===== src/rtl/vw_pkg.sv =====
`timescale 1ns/1ps
package vw_pkg;
  // Width of the table vector accepted by the lookup helper.
  localparam int unsigned VW_TBL_BITS = 256;

  // Returns the IW-bit field of entry s of a packed slot table.
  function automatic int unsigned vw_lookup(input logic [VW_TBL_BITS-1:0] tbl,
                                            input int unsigned iw,
                                            input int unsigned s);
    logic [VW_TBL_BITS-1:0] sh;
    sh = tbl >> (s * iw);
    return 32'(sh[31:0] & ((32'd1 << iw) - 32'd1));
  endfunction
endpackage


===== src/rtl/vw_src_sel.sv =====
`timescale 1ns/1ps
module vw_src_sel #(
  parameter int W     = 8,
  parameter int NVAL  = 4,
  parameter int NSLOT = 6,
  parameter int IW    = 3,
  parameter int SW    = 3,
  parameter logic [NSLOT*IW-1:0] SCHED = '0
) (
  input  logic [SW-1:0]     slot_i,
  input  logic [NVAL*W-1:0] src_i,
  output logic [W-1:0]      data_o
);
  int code;

  always_comb begin
    code = NVAL;
    if (32'(slot_i) < NSLOT)
      code = int'(vw_pkg::vw_lookup(vw_pkg::VW_TBL_BITS'(SCHED), IW, 32'(slot_i)));
    data_o = '0;
    for (int v = 0; v < NVAL; v++)
      if (code == v) data_o = src_i[v*W +: W];
  end
endmodule


===== src/rtl/vw_pipe.sv =====
`timescale 1ns/1ps
module vw_pipe #(
  parameter int WD    = 8,
  parameter int DEPTH = 2
) (
  input  logic          clk,
  input  logic          rst,
  input  logic [WD-1:0] d,
  output logic [WD-1:0] q
);
  generate
    if (DEPTH == 0) begin : g_wire
      assign q = d;
    end else begin : g_regs
      logic [WD-1:0] stg [DEPTH];
      always_ff @(posedge clk) begin
        if (rst) begin
          for (int i = 0; i < DEPTH; i++) stg[i] <= '0;
        end else begin
          stg[0] <= d;
          for (int i = 1; i < DEPTH; i++) stg[i] <= stg[i-1];
        end
      end
      assign q = stg[DEPTH-1];
    end
  endgenerate
endmodule


===== src/rtl/vw_dst_cap.sv =====
`timescale 1ns/1ps
module vw_dst_cap #(
  parameter int W     = 8,
  parameter int NVAL  = 4,
  parameter int NSLOT = 6,
  parameter int IW    = 3,
  parameter int SW    = 3,
  parameter logic [NSLOT*IW-1:0] SCHED = '0
) (
  input  logic              clk,
  input  logic              rst,
  input  logic [SW-1:0]     slot_d,
  input  logic [W-1:0]      data_d,
  output logic [NVAL*W-1:0] dst_o,
  output logic              cap_en,
  output logic [NVAL-1:0]   wr_vec
);
  int code;

  always_comb begin
    code = NVAL;
    if (32'(slot_d) < NSLOT)
      code = int'(vw_pkg::vw_lookup(vw_pkg::VW_TBL_BITS'(SCHED), IW, 32'(slot_d)));
  end

  assign cap_en = (code < NVAL);

  generate
    for (genvar v = 0; v < NVAL; v++) begin : g_lane
      assign wr_vec[v] = cap_en && (code == v);
      always_ff @(posedge clk) begin
        if (rst)            dst_o[v*W +: W] <= '0;
        else if (wr_vec[v]) dst_o[v*W +: W] <= data_d;
      end
    end
  endgenerate
endmodule


===== src/rtl/vw_link.sv =====
`timescale 1ns/1ps
module vw_link #(
  parameter int W     = 8,
  parameter int NVAL  = 4,
  parameter int NSLOT = 6,
  parameter int HOPS  = 3,
  // One field per slot, slot 0 lowest: 2,0,idle,3,1,0
  parameter logic [NSLOT*$clog2(NVAL+1)-1:0] SCHED = 18'o013402
) (
  input  logic                       clk_i,
  input  logic                       rst_i,
  input  logic [$clog2(NSLOT)-1:0]   slot_i,
  input  logic [NVAL*W-1:0]          src_i,
  output logic [NVAL*W-1:0]          dst_o
);
  localparam int IW    = $clog2(NVAL + 1);
  localparam int SW    = $clog2(NSLOT);
  localparam int DEPTH = HOPS - 1;  // capture register is the last hop

  logic [W-1:0]    ch_in, ch_out;
  logic [SW-1:0]   slot_out;
  logic            cap_en;
  logic [NVAL-1:0] wr_vec;

  vw_src_sel #(.W(W), .NVAL(NVAL), .NSLOT(NSLOT), .IW(IW), .SW(SW), .SCHED(SCHED))
    u_sel (.slot_i(slot_i), .src_i(src_i), .data_o(ch_in));

  vw_pipe #(.WD(W), .DEPTH(DEPTH))
    u_data_seg (.clk(clk_i), .rst(rst_i), .d(ch_in), .q(ch_out));

  vw_pipe #(.WD(SW), .DEPTH(DEPTH))
    u_slot_seg (.clk(clk_i), .rst(rst_i), .d(slot_i), .q(slot_out));

  vw_dst_cap #(.W(W), .NVAL(NVAL), .NSLOT(NSLOT), .IW(IW), .SW(SW), .SCHED(SCHED))
    u_cap (.clk(clk_i), .rst(rst_i), .slot_d(slot_out), .data_d(ch_out),
           .dst_o(dst_o), .cap_en(cap_en), .wr_vec(wr_vec));
endmodule


===== config.mk =====
export PLATFORM = sky130hd
export DESIGN_NAME = vw_link
export DESIGN_NICKNAME = d
export VERILOG_FILES = /design/src/rtl/vw_pkg.sv /design/src/rtl/vw_src_sel.sv /design/src/rtl/vw_pipe.sv /design/src/rtl/vw_dst_cap.sv /design/src/rtl/vw_link.sv
export SDC_FILE = /design/constraint.sdc
export NUM_CORES = 1
export LEC_CHECK = 0
export BUFFER_PORTS_ARGS = -buffer_cell sky130_fd_sc_hd__buf_4
export CAP_MARGIN = 20
export CORE_ASPECT_RATIO = 1.2
export CORE_UTILIZATION = 39
export DETAILED_ROUTE_END_ITERATION = 6
export GPL_TIMING_DRIVEN = 1
export PLACE_DENSITY_LB_ADDON = 0.25
export REMOVE_ABC_BUFFERS = 1
export SYNTH_ARGS = -nofsm -noshare
export SYNTH_HDL_FRONTEND = slang
export SYNTH_SLANG_ARGS = --single-unit

===== constraint.sdc =====
create_clock -name clk_i -period 5 [get_ports clk_i]
set_input_delay 0.5 -clock clk_i [delete_from_list [all_inputs] [get_ports clk_i]]
set_output_delay 0.5 -clock clk_i [all_outputs]
set_load 0.005 [all_outputs]

After elaboration in Yosys (flattened, before gate mapping)
Memory sizes are Yosys's and may differ from the RTL's.
Cells that the tools add are included.
{"block": "totals", "regBits": 32, "ram_bits": 22, "inputBits": 37, "memories": 2}
{"name": "u_data_seg.g_regs.stg", "words": 2, "word_bits": 8, "read_ports": 2, "rd_clocked_by_memory_dff": 0, "write_ports": 2, "line_no": "vw_pipe.sv:15", "text": "logic [WD-1:0] stg [DEPTH];"}
{"name": "u_slot_seg.g_regs.stg", "words": 2, "word_bits": 3, "read_ports": 2, "rd_clocked_by_memory_dff": 0, "write_ports": 2, "line_no": "vw_pipe.sv:15"}
{"block": "classes", "multipliers": 2, "n_lt_le_gt_ge": 3, "eq_ne": 6, "n_shift": 2, "mux": 13, "n_bitwise": 4, "reduce_logical": 6}
{"cell": "equality test 32 x 3 -> 1 bit (second input constant)", "n": 4}
{"cell": "equality test 32 x 2 -> 1 bit (second input constant)", "n": 2}
{"cell": "logical NOT 32 bit", "n": 2}
{"cell": "2-to-1 mux 8 bit", "n": 6}
{"cell": "less-than comparator 32 x 4 -> 1 bit (second input constant)", "n": 1}
{"cell": ">> shifter 13 x 5 -> 3 bit (first input constant)", "n": 2}
{"cell": "2-to-1 mux 3 bit", "n": 4}
{"cell": "multiplier 3 x 2 -> 5 bit (second input constant)", "n": 2}
{"cell": "less-than comparator 3 bit (second input constant)", "n": 2}
{"cell": "logical AND 1 bit", "n": 4}
{"cell": "bitwise OR 1 bit", "n": 4}
{"cell": "2-to-1 mux 1 bit", "n": 3}

Depth between registers and ports, before layout
{"block": "depth", "word_depth": 9, "depth_mapped": 7, "ltp_nobuf": 6}

Hierarchy
A second synthesis with hierarchy kept.
{"block": "hier_totals", "hier_cells": 238, "area_unflattened_um2": 2399.8}
{"module": "vw_dst_cap", "instances": 1, "cells_each": 145, "area_per_inst_um2": 1391.3, "seq_area_each_um2": 640.6}
{"module": "vw_pipe at u_data_seg", "instances": 1, "cells_each": 41, "area_per_inst_um2": 524.3, "seq_area_each_um2": 320.3}
{"module": "vw_src_sel", "instances": 1, "cells_each": 37, "area_per_inst_um2": 304.0, "seq_area_each_um2": 0.0}
{"module": "vw_pipe at u_slot_seg", "instances": 1, "cells_each": 15, "area_per_inst_um2": 180.2, "seq_area_each_um2": 120.1}

Worst setup path before layout
Ideal clock, no wire load.
{"block": "synth_timing", "path_kind": "input port to flip-flop", "startpoint": "input port slot_i[0]", "endpoint": "memory u_data_seg.g_regs.stg[0][2]", "arrival_time_ns": 1.766, "t_required_ns": 4.914, "slack_ns": 3.148, "path_stages": 6, "n_path_buf": 1, "path_cell_list": "ha_1 buf_6 or4b_4 o31ai_4 a221oi_1 a211oi_1"}
{"element": "from (decl)", "line_no": "vw_link.sv:12", "text": "input logic [$clog2(NSLOT)-1:0] slot_i,"}
{"element": "to (decl)", "line_no": "vw_pipe.sv:15"}

==> results_tabular.tex <==
\begin{tabular}{lr}
\hline
Metric & Value \\
\hline
\multicolumn{2}{l}{\textbf{Global route}} \\
\quad Number of antenna violations at the first check in global routing & 0 \\
\quad Global-route total usage across every layer & between 10\% and 20\% \\
\quad First-pass GRT wire length & 6.20 mm \\
\quad Largest net degree at the start of global routing & 55 \\
\quad Global route overflow & 0 \\
\quad Via count of the first global-routing pass & 1403 \\
\multicolumn{2}{l}{\textbf{Clock tree}} \\
\quad TritonCTS Sinks & 54 \\
\quad Number of buffers on the longest clock path & 2 \\
\quad Postcts setup bufs & 0 \\
\quad Clock buffers created by TritonCTS & 5 \\
\quad Clock Latency Late Sink & 0.30 ns \\
\quad H-tree depth & 2 \\
\quad TritonCTS clock tree & done \\
\quad CTS clock-pin slew for the worst setup and hold paths & around 0.080 ns \\
\quad Hold-fix buffers, CTS & 0 \\
\quad Root buffer selected by CTS & clkbuf\_8 \\
\quad Number of instances resized during post-cts repair & 0 \\
\multicolumn{2}{l}{\textbf{Route}} \\
\quad Post-detailed-route count of antenna-violating nets & 0 \\
\quad Vias & $\sim$1600 \\
\quad Vias per Instance & 4.83 \\
\quad Post-route DRC & 0 \\
\quad Post-DR wirelength/cell & 11.9 um \\
\quad Number of iterations in the first detailed-routing pass & 4 \\
\quad Number of violations reported at the end of detailed-routing iteration 0 & 86 \\
\quad Aggregate routed wire length & 3.93 mm \\
\multicolumn{2}{l}{\textbf{Layout}} \\
\quad Net count, final & 312 \\
\quad Post-layout utilization of the core & 53.8\% \\
\quad Share of final-layout standard cells stronger than drive strength 1 & 31.1\% \\
\quad Area delta synth->final & 30.2\% \\
\quad N\_diodes & 0 \\
\quad Number of filler instances in the final layout & about 480 \\
\multicolumn{2}{l}{\textbf{Timing}} \\
\quad Normalized max-slew margin & 52.3\% \\
\quad Max Clk Rate & 489 MHz \\
\quad Post-route clock period utilization & approximately two fifths \\
\quad Worst-Margin Slew & 0.710 ns \\
\quad Setup repair after global routing missed its margin & false \\
\quad TNS Setup & 0 ns \\
\quad Total of endpoints with negative setup slack in the final report & 0 \\
\quad Worst Hold Slack & approximately 0.44 ns \\
\quad Max-slew violation count & 0 \\
\quad Post-route clock skew & 0.00735 ns \\
\quad Final-report hold violation count & 0 \\
\quad Min cycle time layout & around 2 ns \\
\multicolumn{2}{l}{\textbf{Pwr}} \\
\quad Power per Cell Area & 287 nW/um2 \\
\quad Combinational share of power & 11.6\% \\
\quad Switching portion of total power & 22.3\% \\
\quad Cell-internal power & $\sim$0.60 mW \\
\quad Net switching power figure & between 0.15 and 0.2 mW \\
\quad Sequential cell fraction of total power & 57.9\% \\
\quad Leak pwr & approximately 1.2 nW \\
\quad Worst-case vdd ir drop & 0.102 mV \\
\quad Clock network fraction of total power & 30.5\% \\
\quad Total Power & 0.779 mW \\
\multicolumn{2}{l}{\textbf{Yosys}} \\
\quad Fraction of synthesis flops using an asynchronous set or reset pin & 0\% \\
\quad Commonest cells in the netlist & 54 x dfxtp\_1, 32 x nor2\_1, 26 x mux2i\_1, 17 x nand2\_1, 11 x nor2b\_1 \\
\quad Most instantiated library cell after synthesis & dfxtp\_1 \\
\quad Proportion of netlist area held by the largest area contributor & 51.8\% \\
\quad Seq/Total Area, Yosys & roughly 52\% \\
\quad Cell types occupying the most area after synthesis & dfxtp\_1 52\%, mux2i\_1 12\%, nor2\_1 5.8\% \\
\quad Dominant synthesized flop cell & dfxtp\_1 \\
\quad Cell count after synthesis & between 200 and 250 \\
\quad EDFF count, synth & 0 \\
\quad Netlist area before placement & 2090 um2 \\
\quad Avg Inst Size Synth & 10.2 um2 \\
\quad Number of warning messages in the yosys log & 0 \\
\quad Netlist cell types & 31 \\
\quad Post-synth top area cell & dfxtp\_1 \\
\quad FF+latch count, synth & 54 \\
\multicolumn{2}{l}{\textbf{Place}} \\
\quad Placed wire-length estimate & 2.90 mm \\
\quad Count of input and output buffers & 68 \\
\quad Weighted congestion at the end of routability-driven global placement & around 0.7 \\
\multicolumn{2}{l}{\textbf{Setup path}} \\
\quad Critical path's largest stage delay & 0.45 ns \\
\quad Worst endpoint required time & 5.17 ns \\
\quad CP startpoint kind & register \\
\quad Ordered list of cells on the worst path & inv\_1, ha\_1, nor4bb\_1, a31o\_1, mux2i\_1, nor2\_1 \\
\quad Arrival @ worst endpoint & 2.22 ns \\
\quad Nature of the critical path endpoint & register \\
\quad Top Family by Delay on Critical Path & compound AO/OA/AOI/OAI gates \\
\quad Sum of buffers and inverters on the critical path & 1 \\
\quad Worst setup path category & reg -> reg \\
\quad Max Fanout on Critical Path & 8 \\
\quad Critical Path Slowest Stage Cell & a31o\_1 \\
\multicolumn{2}{l}{\textbf{Die}} \\
\quad Floorplan core area & 5040 um2 \\
\quad Effective utilization at floorplan & a little over 40\% \\
\quad Area enclosed by the die boundary & 5650 um2 \\
\quad Top-Level Pins & 69 \\
\quad Die span in y & 82.1 um \\
\quad Horiz. Die Dim & 68.8 um \\
\quad Cell row count & 28 \\
\multicolumn{2}{l}{\textbf{Min path}} \\
\quad Class of the worst hold path & reg -> reg \\
\multicolumn{2}{l}{\textbf{Job}} \\
\quad Number of max-capacitance violations reported & 0 \\
\multicolumn{2}{l}{\textbf{Run status}} \\
\quad Run status & finished, final reports clean \\
\hline
\end{tabular}
-- flip-flops by register name (all words and copies together) (netlist names) --
register,cells
u_cap.dst_o,32
u_data_seg.g_regs.stg,16
u_slot_seg.g_regs.stg,6
-- cell usage in the layout, fill, tap and decap left out, types with 2 or more instances in the layout --
cell / n
nor2_1: 32
a211oi_1: 2
a21oi_1: 9
mux2_2: 3
dfxtp_1: 54
a221oi_1: 2
nand3_1: 3
nor2b_1: 11
mux2i_1: 26
a222oi_1: 3
a22oi_1: 3
buf_4: 68
a31oi_1: 3
nand3b_1: 3
inv_1: 5
clkbuf_8: 6
nand2_1: 17
ha_1: 6
-- final cells by class --
type / count / area (um2) / share of cell area [%]
timing repair buffer: 68 / 510 / 18.8
sequential: 54 / 1080 / 39.8
clock inverter: 1 / 5.00 / 0.184
clock buffer: 7 / 86.3 / 3.18
tap: 60 / 75.1 / 2.76
multi-input combinational: 135 / 940 / 34.6
inverter: 5 / 18.8 / 0.691
-- final timing paths --
| path | start | end | slack (ns) | depth (start not counted) |
|---|---|---|---|---|
| worst min register to register | u_slot_seg.g_regs.stg[0][1] | u_slot_seg.g_regs.stg[0][4] | 0.44 | 1 |
| worst max-delay path | u_slot_seg.g_regs.stg[0][4] | u_cap.dst_o[8] | 2.95 | 6 |
| worst min-delay path | u_slot_seg.g_regs.stg[0][1] | u_slot_seg.g_regs.stg[0][4] | 0.44 | 1 |
| worst max register to register | u_slot_seg.g_regs.stg[0][4] | u_cap.dst_o[8] | 2.95 | 6 |
-- cells by family (layout without fill, tap and decap cells) --
kind of cell               count (synthesis)  count (layout)  share of synthesized area (%)
buffers and inverters                     15              81                           3.12
muxes                                     29              29                           14.1
adders and majority gates                  6               6                           3.60
DFF                                       54              54                           51.8
and+or+nand+nor                           74              74                           17.9
AOI/OAI and AO/OA                         26              26                           9.42
-- worst register-to-register path, delay by kind of cell, from the launching register on --
family	cells	cell delay [ns]
multiplexers	1	0.25
adder cells (fa/ha/maj)	1	0.36
AO/OA/AOI/OAI	1	0.45
AND/OR/NAND/NOR	2	0.40
buffers and inverters	1	0.07
flip-flops	1	0.38
-- through the flow --
| stage | cell area, um2 | setup WS [ns] | instances |
|---|---|---|---|
| floorplan | 2040 | 3.14 | 194 |
| global placement | 2630 | 2.92 | 322 |
| detailed placement | 2630 | 2.85 | 322 |
| CTS | 2720 | 2.96 | 330 |
| global route | 2720 | 2.79 | 330 |
| finish | 2720 | 2.95 | 330 |
-- power by group through the flow --
stage          sequential, mW  combinational [mW]  clock [mW]
6_report                0.451              0.0906       0.237
3_3_place_gp            0.461              0.0898           0
4_1_cts                 0.451              0.0917       0.247
5_1_grt                 0.453              0.0992       0.266
3_5_place_dp            0.461              0.0915           0
2_1_floorplan           0.459              0.0492           0
-- metal layers --
metal / share of wire (%) / global-route usage, %
met3: 6.3 / 3.16
met1: 45 / 17.3
met4: 1.7 / 6.73
met2: 47 / 24.9
met5: 0 / 0
Power figures use the tool's default switching activity.
